### config.mk
export PLATFORM = sky130hd
export DESIGN_NAME = bit_timer
export DESIGN_NICKNAME = d
export VERILOG_FILES = /design/src/rtl/bit_timer_pkg.sv /design/src/rtl/bt_tick_gen.sv /design/src/rtl/bt_start_gate.sv /design/src/rtl/bt_counter.sv /design/src/rtl/bit_timer.sv
export SDC_FILE = /design/constraint.sdc
export NUM_CORES = 1
export LEC_CHECK = 0
export ABC_AREA = 0
export BUFFER_PORTS_ARGS = -buffer_cell sky130_fd_sc_hd__buf_2
export CAP_MARGIN = 15
export CORE_MARGIN = 1
export CORE_UTILIZATION = 49
export CTS_CLUSTER_SIZE = 20
export DETAILED_ROUTE_END_ITERATION = 8
export PLACE_DENSITY_LB_ADDON = 0.2
export SYNTH_ARGS = -nofsm -noshare
export SYNTH_HDL_FRONTEND = slang
export SYNTH_SLANG_ARGS = --single-unit
### constraint.sdc
create_clock -name clk -period 2 [get_ports clk]
set_input_delay 0.6 -clock clk [delete_from_list [all_inputs] [get_ports clk]]
set_output_delay 0.6 -clock clk [all_outputs]
set_load 0.005 [all_outputs]
### src/rtl/bit_timer_pkg.sv
package bit_timer_pkg;
  typedef enum logic [1:0] {
    SRC_SYS   = 2'd0,
    SRC_AUX   = 2'd1,
    SRC_PIN   = 2'd2,
    SRC_GATED = 2'd3
  } src_sel_e;

  localparam logic [1:0] ADDR_RELOAD = 2'd0;
  localparam logic [1:0] ADDR_COUNT  = 2'd1;
  localparam logic [1:0] ADDR_CTRL   = 2'd2;
  localparam logic [1:0] ADDR_DATA   = 2'd3;

  localparam int CTRL_ARM_BIT  = 2;
  localparam int CTRL_FLAG_BIT = 7;
endpackage

### src/rtl/bt_tick_gen.sv
module bt_tick_gen
  import bit_timer_pkg::*;
(
  input  logic     clk,
  input  logic     rst,
  input  src_sel_e sel,
  input  logic     aux_clk,
  input  logic     ext_pin,
  output logic     tick
);
  logic aux_q, pin_q;

  always_ff @(posedge clk) begin
    if (rst) begin
      aux_q <= 1'b0;
      pin_q <= 1'b0;
    end else begin
      aux_q <= aux_clk;
      pin_q <= ext_pin;
    end
  end

  always_comb begin
    unique case (sel)
      SRC_SYS:   tick = 1'b1;
      SRC_AUX:   tick = aux_clk & ~aux_q;
      SRC_PIN:   tick = ext_pin & ~pin_q;
      SRC_GATED: tick = ext_pin;
      default:   tick = 1'b0;
    endcase
  end

  // an edge mode never ticks twice in a row
  assert_edge_single_R1: assert property (@(posedge clk) disable iff (rst)
    (sel == SRC_PIN && tick) |=> (sel != SRC_PIN || !tick));
endmodule

### src/rtl/bt_start_gate.sv
module bt_start_gate (
  input  logic clk,
  input  logic rst,
  input  logic ctrl_wr,
  input  logic arm_val,
  input  logic rx_in,
  output logic armed
);
  logic rx_q;
  logic fall;

  assign fall = rx_q & ~rx_in;

  always_ff @(posedge clk) begin
    if (rst) begin
      rx_q  <= 1'b1;
      armed <= 1'b0;
    end else begin
      rx_q <= rx_in;
      if (ctrl_wr)
        armed <= arm_val;
      else if (armed && fall)
        armed <= 1'b0;
    end
  end

  // the detector disarms on a falling receive edge
  assert_disarm_R6: assert property (@(posedge clk) disable iff (rst)
    (armed && fall && !ctrl_wr) |=> !armed);
  // without a falling edge or a write, the armed state holds
  assert_hold_arm_R6: assert property (@(posedge clk) disable iff (rst)
    (armed && !fall && !ctrl_wr) |=> armed);
endmodule

### src/rtl/bt_counter.sv
module bt_counter #(
  parameter int WIDTH = 8
) (
  input  logic             clk,
  input  logic             rst,
  input  logic             tick,
  input  logic             load,
  input  logic [WIDTH-1:0] reload,
  output logic [WIDTH-1:0] count,
  output logic             carry
);
  localparam logic [WIDTH-1:0] CNT_MAX = {WIDTH{1'b1}};

  assign carry = tick && !load && (count == CNT_MAX);

  always_ff @(posedge clk) begin
    if (rst)
      count <= '0;
    else if (load || carry)
      count <= reload;
    else if (tick)
      count <= count + 1'b1;
  end

  // a load takes the reload value
  assert_load_R2: assert property (@(posedge clk) disable iff (rst)
    load |=> count == $past(reload));
  // a tick below the top value advances by one
  assert_step_R4: assert property (@(posedge clk) disable iff (rst)
    (tick && !load && count != CNT_MAX) |=> count == $past(count) + 1'b1);
  // a wrap reloads
  assert_wrap_R8: assert property (@(posedge clk) disable iff (rst)
    carry |=> count == $past(reload));
endmodule

### src/rtl/bit_timer.sv
module bit_timer
  import bit_timer_pkg::*;
#(
  parameter int WIDTH = 8
) (
  input  logic             clk,
  input  logic             rst,
  input  logic             bus_wr,
  input  logic [1:0]       bus_addr,
  input  logic [WIDTH-1:0] bus_wdata,
  output logic [WIDTH-1:0] bus_rdata,
  input  logic             cnt_en,
  input  logic             aux_clk,
  input  logic             ext_pin,
  input  logic             rx_in,
  output logic             tx_out,
  output logic             irq
);
  logic [WIDTH-1:0] reload_q;
  logic [WIDTH-1:0] count;
  src_sel_e         sel_q;
  logic             flag_q, tx_next_q, rx_lat_q, tx_lat_q;
  logic             src_tick, armed, carry, cnt_load, ctrl_wr, tick;

  assign ctrl_wr  = bus_wr && bus_addr == ADDR_CTRL;
  assign cnt_load = bus_wr && bus_addr == ADDR_COUNT;
  assign tick     = src_tick && cnt_en && !armed;

  bt_tick_gen u_tick (
    .clk(clk), .rst(rst), .sel(sel_q),
    .aux_clk(aux_clk), .ext_pin(ext_pin), .tick(src_tick)
  );

  bt_start_gate u_start (
    .clk(clk), .rst(rst), .ctrl_wr(ctrl_wr),
    .arm_val(bus_wdata[CTRL_ARM_BIT]), .rx_in(rx_in), .armed(armed)
  );

  bt_counter #(.WIDTH(WIDTH)) u_cnt (
    .clk(clk), .rst(rst), .tick(tick), .load(cnt_load),
    .reload(reload_q), .count(count), .carry(carry)
  );

  always_ff @(posedge clk) begin
    if (rst) begin
      reload_q  <= '0;
      sel_q     <= SRC_SYS;
      flag_q    <= 1'b0;
      tx_next_q <= 1'b1;
      rx_lat_q  <= 1'b0;
      tx_lat_q  <= 1'b1;
    end else begin
      if (bus_wr && bus_addr == ADDR_RELOAD) reload_q <= bus_wdata;
      if (ctrl_wr) sel_q <= src_sel_e'(bus_wdata[1:0]);
      if (bus_wr && bus_addr == ADDR_DATA) tx_next_q <= bus_wdata[0];
      if (carry)
        flag_q <= 1'b1;
      else if (ctrl_wr && bus_wdata[CTRL_FLAG_BIT])
        flag_q <= 1'b0;
      if (carry) begin
        rx_lat_q <= rx_in;
        tx_lat_q <= tx_next_q;
      end
    end
  end

  always_comb begin
    bus_rdata = '0;
    unique case (bus_addr)
      ADDR_RELOAD: bus_rdata = reload_q;
      ADDR_COUNT:  bus_rdata = count;
      ADDR_CTRL: begin
        bus_rdata[1:0]           = sel_q;
        bus_rdata[CTRL_ARM_BIT]  = armed;
        bus_rdata[CTRL_FLAG_BIT] = flag_q;
      end
      default: bus_rdata[2:0] = {tx_next_q, tx_lat_q, rx_lat_q};
    endcase
  end

  assign tx_out = tx_lat_q;
  assign irq    = flag_q;

  // while armed the counter only changes by a load
  assert_armed_hold_R5: assert property (@(posedge clk) disable iff (rst)
    (armed && !cnt_load) |=> count == $past(count));
  // the transmit output follows the pending bit on a wrap
  assert_tx_carry_R7: assert property (@(posedge clk) disable iff (rst)
    carry |=> tx_out == $past(tx_next_q));
  // a wrap raises the interrupt
  assert_irq_set_R8: assert property (@(posedge clk) disable iff (rst)
    carry |=> irq);
  // the flag never falls without a clearing control write
  assert_irq_sticky_R9: assert property (@(posedge clk) disable iff (rst)
    (irq && !(ctrl_wr && bus_wdata[CTRL_FLAG_BIT])) |=> irq);
endmodule

Yosys cells after proc, flatten, opt, wreduce, memory -nomap -nowiden

Cells that the tools add are included.

Input bits: 17
Output and inout port bits: 10
Register bits after elaboration: 26
Logic and storage cells: 53

Equal/unequal tests: 7
Reductions and logical operators: 18
Bitwise logic cells: 6
Muxes and demuxes: 10
Add/sub/neg operators: 1

Operators by type and width:

| operator              | count |
|---|---|
| $mux W8               | 2 |
| $logic_and A1 B1 Y1   | 10 |
| $pmux W3 S3           | 1 |
| $add A8 B1 Y8 const B | 1 |
| $eq A2 B2 Y1 const B  | 4 |
| $eq A8 B8 Y1 const B  | 1 |
| $pmux W4 S2           | 1 |
| $reduce_bool A2 Y1    | 3 |
| $eq A2 B1 Y1 const B  | 2 |
| $logic_not A2 Y1      | 2 |
| $mux W1               | 4 |
| $pmux W1 S4           | 1 |
| $and A1 B1 Y1         | 3 |
| $not A1 Y1            | 3 |
| $pmux W1 S3           | 1 |
| $logic_not A1 Y1      | 2 |
| $logic_or A1 B1 Y1    | 1 |

Longest topological paths before layout

Gate-level depths: netlist (run 1).

Word-level depth: 9
Depth in mapped cells: 7
Gate-level depth less buffers: 6

Modules after synthesis

From an unflattened synthesis (run 1), not the netlist that was laid out.

Cell total of the unflattened synthesis: 158
Area total of the unflattened synthesis: 1,517.7 µm²

Modules (own cells, without submodules):

| module        | seq. area each (µm²) | times used | area each (µm²) | cells each |
|---|---|---|---|---|
| bit_timer     | 280.3                | 1          | 800.8           | 78 |
| bt_counter    | 160.2                | 1          | 564.3           | 64 |
| bt_tick_gen   | 40.0                 | 1          | 80.1            | 9 |
| bt_start_gate | 40.0                 | 1          | 72.6            | 7 |

Worst setup path after synthesis (run 1)

OpenSTA, ideal clock, no wires.

Path kind: input to output
Start point: input port bus_addr[1]
End point: output port bus_rdata[1]
Path slack: -0.091 ns
Stages on the path: 2
Arrival time: 1.491 ns
Required time: 1.400 ns
Cell sequence: buf_1 -> mux4_1

Word-level cells in the longest chain between the ends: 2

Ends and longest elaborated chain:

| item                                       | RTL line        | source |
|---|---|---|
| from (decl)                                | bit_timer.sv:9  | `input logic [1:0] bus_addr,` |
| $eq A2 B2 Y1, or another cell as far along | bit_timer.sv:69 | `unique case (bus_addr)` |
| $pmux W3 S3 *                              | bit_timer.sv:69 |  |
| to (decl)                                  | bit_timer.sv:11 | `output logic [WIDTH-1:0] bus_rdata,` |

Mark *: on every way between the ends. The rest lies on a longest branch, timed or not.

Final worst setup path (run 1)

Ends and elaborated chain as after synthesis.

==> metrics.log, run 1 <==
INFO  metric synth_enable_flop_cells = 0
INFO  metric drv_cap = 0
INFO  metric cts.htree.levels = 1
INFO  metric power.combinational.fraction = 0.144
INFO  metric setup-violations-final = 0
INFO  metric ctsRootBufferMaster = sky130_fd_sc_hd__clkbuf_4
INFO  metric synth_largest_type_area_fraction = 0.373
INFO  metric synthToLayoutAreaGrowth = 20.4%
INFO  metric wire_length_of_the_first_global_routing_pass = 5720 um
INFO  metric timing.critical_path.arrival = 1.37 ns
INFO  metric io_pins = 27
INFO  metric number_of_buffers_created_by_cts = 3
INFO  metric critical_path_top_delay_cell = sky130_fd_sc_hd__mux4_2
INFO  metric rrSetupSlack = 0.16 ns
INFO  metric remaining_drc_errors = 0
INFO  metric critical-path-max-stage-delay = 0.49 ns
INFO  metric drt_iter0_drc = 30
INFO  metric synth_area_leaders = sky130_fd_sc_hd__dfxtp_1, sky130_fd_sc_hd__mux2i_1, sky130_fd_sc_hd__nor2_1
INFO  metric num-nets-final = 213
INFO  metric dr_total_vias = 1335
INFO  metric num-fill-cells = 239
INFO  metric endpoint_kind = output pin
INFO  metric report.final.hold_viol_count = 0
INFO  metric first_pass_iters = 4
INFO  metric synth_area_leader_cell = sky130_fd_sc_hd__dfxtp_1
INFO  metric gp_congestion = 0.864
INFO  metric cts_num_sinks = 26
INFO  metric final_antenna_net_count = 0
INFO  metric synthesis.area = 1390 um^2
INFO  metric worst_r2r_path_depth = 5
INFO  metric clock_latency_reported_for_the_late_side_of_the_worst_skew_pair = 0.33 ns
INFO  metric pwr_density_cell = 649 nW/um^2
INFO  metric placementRows = 18
INFO  metric numPlacedInstances = 220
INFO  metric power.share.clock = 0.342
INFO  metric total_switching_power = 271 uW
INFO  metric ys_types = 39
INFO  metric synth_cells = 162
INFO  metric dieWidth = 55.3 um
INFO  metric initial_core_utilization = 0.538
INFO  metric postSynth.asyncResetShare = 0
INFO  metric timing.hold.worst_path_depth = 2
INFO  metric area.sequential = 520 um^2
INFO  metric p_total = 1.09 mW
INFO  metric worstSetupStartpointType = input port
INFO  metric grt_pass1_vias = 1242
INFO  metric clkTransAtPathRegs = 0.14 ns
INFO  metric clk_path_buf_depth = 2
INFO  metric worstPathMaxFanout = 3
INFO  metric timing_max_transition_violations_final = 0
INFO  metric post-route-util = 0.648
INFO  metric most_common_flop_cell_mapped_by_yosys = sky130_fd_sc_hd__dfxtp_1
INFO  metric yosys_warnings = 0
INFO  metric grt_setup_unrepaired = no
INFO  metric sequentialPowerShare = 0.513
INFO  metric global_route.overflow_total = 0
INFO  metric grt_start_max_net_pins = 29
INFO  metric mappedNetlistNets = 180
INFO  metric power.internal = 818 uW
INFO  metric global_route.usage.total = 0.234
INFO  metric wirelength = 3490 um
INFO  metric layout_worst_path_cycle_share = 0.985
INFO  metric crit_type = input port to output pin
INFO  metric synth-seq-area-share = 0.373
INFO  metric fp.dieArea = 3060 um^2
INFO  metric rr_startpoint = u_cnt.count[0]
INFO  metric cts_tree = done
INFO  metric worstPathRequired = 1.40 ns
INFO  metric multiInputGateArea = 821 um^2
INFO  metric finalHoldWorstSlack = 0.475 ns
INFO  metric detail_route.wl_per_cell = 15.6 um
INFO  metric core-area = 2590 um^2
INFO  metric tightest_slew = 0.493 ns
INFO  metric total_of_buffers_placed_on_input_and_output_ports = 26
INFO  metric static_leakage = 0.722 nW
INFO  metric yosys-top-cells-count = sky130_fd_sc_hd__dfxtp_1, sky130_fd_sc_hd__nor2_1, sky130_fd_sc_hd__nand2_1, sky130_fd_sc_hd__mux2i_1, sky130_fd_sc_hd__a21oi_1
INFO  metric via_per_inst = 5.96
INFO  metric dp.final_hpwl = 2610 um
INFO  metric min_from = rx_in
INFO  metric synth_area_per_cell = 8.60 um^2
INFO  metric cp_cell_sequence = clkbuf_4, mux4_2, buf_2
INFO  metric worst_clk_skew = 0.00739 ns
INFO  metric layout.cells.non_filler = 224
INFO  metric timing.slew.headroom = 0.671
INFO  metric grt_antenna_before_repair = 0
INFO  metric final_layout_size_suffix_gt1_frac = 0.268
INFO  metric die_height = 55.3 um
INFO  metric timing.rr.end = tx_out
INFO  metric final.min_clock_period = 1.97 ns
INFO  metric outcome = finished clean
INFO  metric yosys_register_bits = 26
INFO  metric vdd_drop_max = 0.705 mV
INFO  metric fmax = 0.507 GHz
INFO  metric whs_endpoint = u_start.rx_q
INFO  metric num_antenna_cells = 0
INFO  metric sw_frac_of_total = 0.249
INFO  metric min-delay-path-class = input port to flip-flop
-- worst max-delay path: cells and delay by family --
family,cells,cell delay (ns)
buffers and inverters,2,0.28
multiplexers,1,0.49
-- power by group through the flow --
stage / Clock [mW] / Combinational [mW] / Sequential (mW)
floorplan: 0 / 0.0956 / 0.562
global placement: 0 / 0.148 / 0.568
detailed placement: 0 / 0.154 / 0.570
CTS: 0.379 / 0.155 / 0.558
global route: 0.400 / 0.172 / 0.562
finish: 0.372 / 0.157 / 0.559
-- routing by layer --
metal / part of all wire / wire [um] / GRT usage
met1: 0.47 / 1630 / 0.308
met2: 0.47 / 1650 / 0.387
met3: 0.053 / 185 / 0.0609
met4: 0.0086 / 30 / 0.0464
met5: 0 / 0 / 0
-- stage by stage --
stage | setup WS (ns) | area [um^2] | TNS, ns
global placement | -0.00857 | 1620 | -0.00857
CTS | 0.0223 | 1670 | 0
detailed placement | -0.100 | 1620 | -0.173
finish | 0.0295 | 1680 | 0
floorplan | 0.0526 | 1400 | 0
global route | 0.00271 | 1680 | 0
-- cells by family after synthesis --
family / count (synthesis) / synth area share
muxes: 19 / 0.166
adders and majority gates: 1 / 0.00898
and+or+nand+nor: 74 / 0.267
AOI/OAI and AO/OA: 27 / 0.141
DFF: 26 / 0.373
buffers and inverters: 14 / 0.0377
xor gates and xnor gates: 1 / 0.00628
-- state kept, by name, summed over array words and instances, names as in the netlist --
signal / flops
reload_q: 8
u_cnt.count: 8
sel_q: 2
irq: 1
rx_lat_q: 1
tx_next_q: 1
tx_out: 1
u_start.armed: 1
u_start.rx_q: 1
u_tick.aux_q: 1
u_tick.pin_q: 1
-- worst max-delay path by stage --
stage / depth (start not counted) / slack [ns] / to / startpoint
floorplan: 2 / 0.05 / bus_rdata[1] / bus_addr[1]
global placement: 3 / -0.009 / bus_rdata[1] / bus_addr[1]
detailed placement: 6 / -0.1 / u_cnt.count[1] / bus_addr[1]
CTS: 3 / 0.02 / bus_rdata[1] / bus_addr[1]
global route: 3 / 0.003 / bus_rdata[1] / bus_addr[1]
finish: 3 / 0.03 / bus_rdata[1] / bus_addr[1]
-- layout by cell type (no fill, tap or decap), types with 3 or more instances in the layout --
master	netlist	final
sky130_fd_sc_hd__nand4_1	3	3
sky130_fd_sc_hd__buf_4	0	10
sky130_fd_sc_hd__a21oi_1	11	11
sky130_fd_sc_hd__nor4_1	3	3
sky130_fd_sc_hd__inv_1	5	5
sky130_fd_sc_hd__nand2_1	19	19
sky130_fd_sc_hd__clkbuf_4	0	4
sky130_fd_sc_hd__nand3_1	4	4
sky130_fd_sc_hd__or2_2	3	3
sky130_fd_sc_hd__nand3b_1	3	3
sky130_fd_sc_hd__mux2i_1	16	16
sky130_fd_sc_hd__nor2_1	26	25
sky130_fd_sc_hd__dfxtp_1	26	26
sky130_fd_sc_hd__mux4_2	2	3
sky130_fd_sc_hd__buf_2	0	25
-- area by class of cell --
type                    count  share of cell area
multi-input cells         122               0.489
flip-flops and latches     26               0.310
repair buffers             37               0.136
well taps                  30              0.0224
clock inverters             1              0.0179
clock buffers               3              0.0134
inverters                   5              0.0112
-- timing repair --
action / in CTS / in global routing
hold buffers: 0 / 0
setup endpoints to repair: 1 / 5
pin swaps: 0 / 0
buffers inserted: 0 / 0
gates resized for setup: 1 / 3
(Power assumes the default switching activity.)
==> run 2, diff against run 1 <==
CELL_PAD_IN_SITES_DETAIL_PLACEMENT = 0   (was not set)
CELL_PAD_IN_SITES_GLOBAL_PLACEMENT = 1   (was not set)
CORE_UTILIZATION = 36   (was 49)
==> run 2 against run 1 <==
  * Flip-flop and latch count did not move
  * First-iteration DRC count rose by 70%
  * Die area rose by 35%
  * Worst hold slack improved by 0.023 ns
  * Global-route usage fell by 4.9 points
  * Non-clock buffer count did not move
  * Count of clock-buffer cells in the layout rose by 1
==> metrics.log, run 2 (synthesis results as in run 1) <==
INFO  metric critical-path-max-stage-delay = 0.50 ns (about the same)
INFO  metric global_route.usage.total = 0.185 (-0.0491)
INFO  metric wire_length_of_the_first_global_routing_pass = 5820 um (+1.8%)
INFO  metric io_pins = 27 (unchanged)
INFO  metric pwr_density_cell = 629 nW/um^2 (-3.0%)
INFO  metric cts_setup_buffers = 0 (unchanged)
INFO  metric worstPathMaxFanout = 3 (unchanged)
INFO  metric clkTransAtPathRegs = 0.09 ns (-0.05 ns)
INFO  metric cts_tree = done
INFO  metric die_height = 64.2 um (+16%)
INFO  metric static_leakage = 0.723 nW (about the same)
INFO  metric tightest_slew = 0.493 ns (-0.000406 ns)
INFO  metric total_of_buffers_placed_on_input_and_output_ports = 26 (unchanged)
INFO  metric final_layout_size_suffix_gt1_frac = 0.263 (-0.00515)
INFO  metric largest_registers = reload_q: 8 flops, u_cnt.count: 8 flops, sel_q: 2 flops
INFO  metric initial_core_utilization = 0.378 (-0.160)
INFO  metric clock_latency_reported_for_the_late_side_of_the_worst_skew_pair = 0.28 ns (-0.05 ns)
INFO  metric num-nets-final = 213 (unchanged)
INFO  metric min-delay-path-class = flip-flop to flip-flop
INFO  metric timing.rr.end = tx_out
INFO  metric drt_iter0_drc = 51 (+70%)
INFO  metric post_place_setup_slack = -0.0381 ns (+0.0619 ns)
INFO  metric timing.critical_path.arrival = 1.37 ns (about the same)
INFO  metric rrSetupSlack = 0.22 ns (+0.06 ns)
INFO  metric crit_buf_inv = 2 (unchanged)
INFO  metric p_total = 1.07 mW (-1.9%)
INFO  metric final.min_clock_period = 1.97 ns (-0.00400 ns)
INFO  metric grt_setup_unrepaired = no
INFO  metric finalSetupTns = 0 ns (unchanged)
INFO  metric worstSetupStartpointType = input port
INFO  metric grt_antenna_before_repair = 0 (unchanged)
INFO  metric setup-violations-final = 0 (unchanged)
INFO  metric worst_r2r_path_depth = 5 (unchanged)
INFO  metric global_route.overflow_total = 0 (unchanged)
INFO  metric synthToLayoutAreaGrowth = 21.7%
INFO  metric min_from = tx_out
INFO  metric whs_endpoint = tx_out
INFO  metric crit_type = input port to output pin
INFO  metric drv_cap = 0 (unchanged)
INFO  metric timing.slew.headroom = 0.671 (about the same)
INFO  metric vdd_drop_max = 0.297 mV (-58%)
INFO  metric rr_startpoint = u_cnt.count[1]
INFO  metric critical_path_top_delay_cell = sky130_fd_sc_hd__mux4_2
INFO  metric critPathMostFrequentCell = sky130_fd_sc_hd__buf_2
INFO  metric timing.hold.worst_path_depth = 1 (-1)
INFO  metric first_pass_iters = 4 (unchanged)
INFO  metric fmax = 0.509 GHz (+0.20%)
INFO  metric cts.htree.levels = 1 (unchanged)
INFO  metric layout.cells.most_common_list = sky130_fd_sc_hd__nor2_1, sky130_fd_sc_hd__buf_2, sky130_fd_sc_hd__dfxtp_1
INFO  metric placementRows = 22 (+4)
INFO  metric final_antenna_net_count = 0 (unchanged)
INFO  metric worst_clk_skew = 0.00229 ns (-0.00510 ns)
INFO  metric cp_cell_sequence = buf_2, mux4_2, buf_2
INFO  metric report.final.hold_viol_count = 0 (unchanged)
INFO  metric clk_path_buf_depth = 2 (unchanged)
INFO  metric layout_worst_path_cycle_share = 0.983 (-0.00200)
INFO  metric worstPathRequired = 1.40 ns (about the same)
INFO  metric cts_num_sinks = 26 (unchanged)
INFO  metric dieWidth = 64.2 um (+16%)
INFO  metric remaining_drc_errors = 0 (unchanged)
INFO  metric grt_start_max_net_pins = 29 (unchanged)
INFO  metric post-route-util = 0.460 (-0.188)
INFO  metric via_per_inst = 5.30 (-11%)
INFO  metric wirelength = 3470 um (-0.69%)
INFO  metric dp.final_hpwl = 2540 um (-2.7%)
INFO  metric number_of_buffers_created_by_cts = 3 (unchanged)
INFO  metric endpoint_kind = output pin
INFO  metric fp.dieArea = 4120 um^2 (+35%)
INFO  metric ctsRootBufferMaster = sky130_fd_sc_hd__clkbuf_8
INFO  metric num_antenna_cells = 0 (unchanged)
INFO  metric gp_congestion = 0.785 (-9.1%)
INFO  metric grt_pass1_vias = 1222 (-1.6%)
INFO  metric detail_route.wl_per_cell = 14.3 um (-8.1%)
INFO  metric finalWorstSetupSlack = 0.0335 ns (+0.00400 ns)
INFO  metric outcome = finished clean
INFO  metric dr_total_vias = 1283 (-3.9%)
INFO  metric critPathTopFamily = multiplexers
INFO  metric core-area = 3690 um^2 (+42%)
INFO  metric num-fill-cells = 397 (+66%)
INFO  metric timing_max_transition_violations_final = 0 (unchanged)
## run 2: changes by cell type in the layout (fill, tap and decap cells not counted)
cell                        change
sky130_fd_sc_hd__a2111oi_0      +1
sky130_fd_sc_hd__buf_2          +1
sky130_fd_sc_hd__clkbuf_8       +4
sky130_fd_sc_hd__bufinv_16      -1
sky130_fd_sc_hd__nor2_2         -1
sky130_fd_sc_hd__clkbuf_4       -4
sky130_fd_sc_hd__nor2_1         +1
sky130_fd_sc_hd__a2111oi_1      -1
## run 2: metal layers
| layer | GRT usage | vias up | wire, um |
|---|---|---|---|
| met5 | 0 | - | 0 |
| li1 | - | 642 | - |
| met2 | 0.278 | 29 | 1510 |
| met1 | 0.262 | 607 | 1740 |
| met4 | 0.0750 | 0 | 56 |
| met3 | 0.0286 | 5 | 154 |
## run 2: where the power goes
| part | switching [mW] | internal [mW] | leakage, nW |
|---|---|---|---|
| clock | 0.178 | 0.177 | 0.0288 |
| combinational | 0.0803 | 0.0767 | 0.482 |
| sequential | 0.0189 | 0.537 | 0.212 |
## run 2: worst max path at each step
stage	from	end	slack [ns]	cells past startpoint
after global routing	bus_addr[1]	bus_rdata[0]	0.00008	4
final	bus_addr[1]	bus_rdata[2]	0.03	3
after CTS	bus_addr[1]	bus_rdata[1]	0.004	3
after floorplan	bus_addr[1]	bus_rdata[1]	0.05	2
after detailed placement	aux_clk	tx_out	-0.04	6
after global placement	aux_clk	tx_out	-0.03	6
## run 2: per-stage QoR
step | hold slack [ns] | instances | area (um^2)
2_1_floorplan | 0.458 | 162 | 1400
3_3_place_gp | 0.475 | 238 | 1650
3_5_place_dp | 0.472 | 238 | 1650
4_1_cts | 0.495 | 242 | 1700
5_1_grt | 0.527 | 242 | 1700
6_report | 0.498 | 242 | 1700
## run 2: timing repair
action                     4_1_cts  5_1_grt
hold buffers                     0        0
gates resized for setup          0        1
setup endpoints to repair        0        1
## run 2: cell type report
type                    count  area [um^2]  area share
clock buffers               4         55.1      0.0324
repair buffers             37          225       0.133
flip-flops and latches     26          520       0.307
inverters                   5         18.8      0.0111
well taps                  48         60.1      0.0354
multi-input cells         122          817       0.482
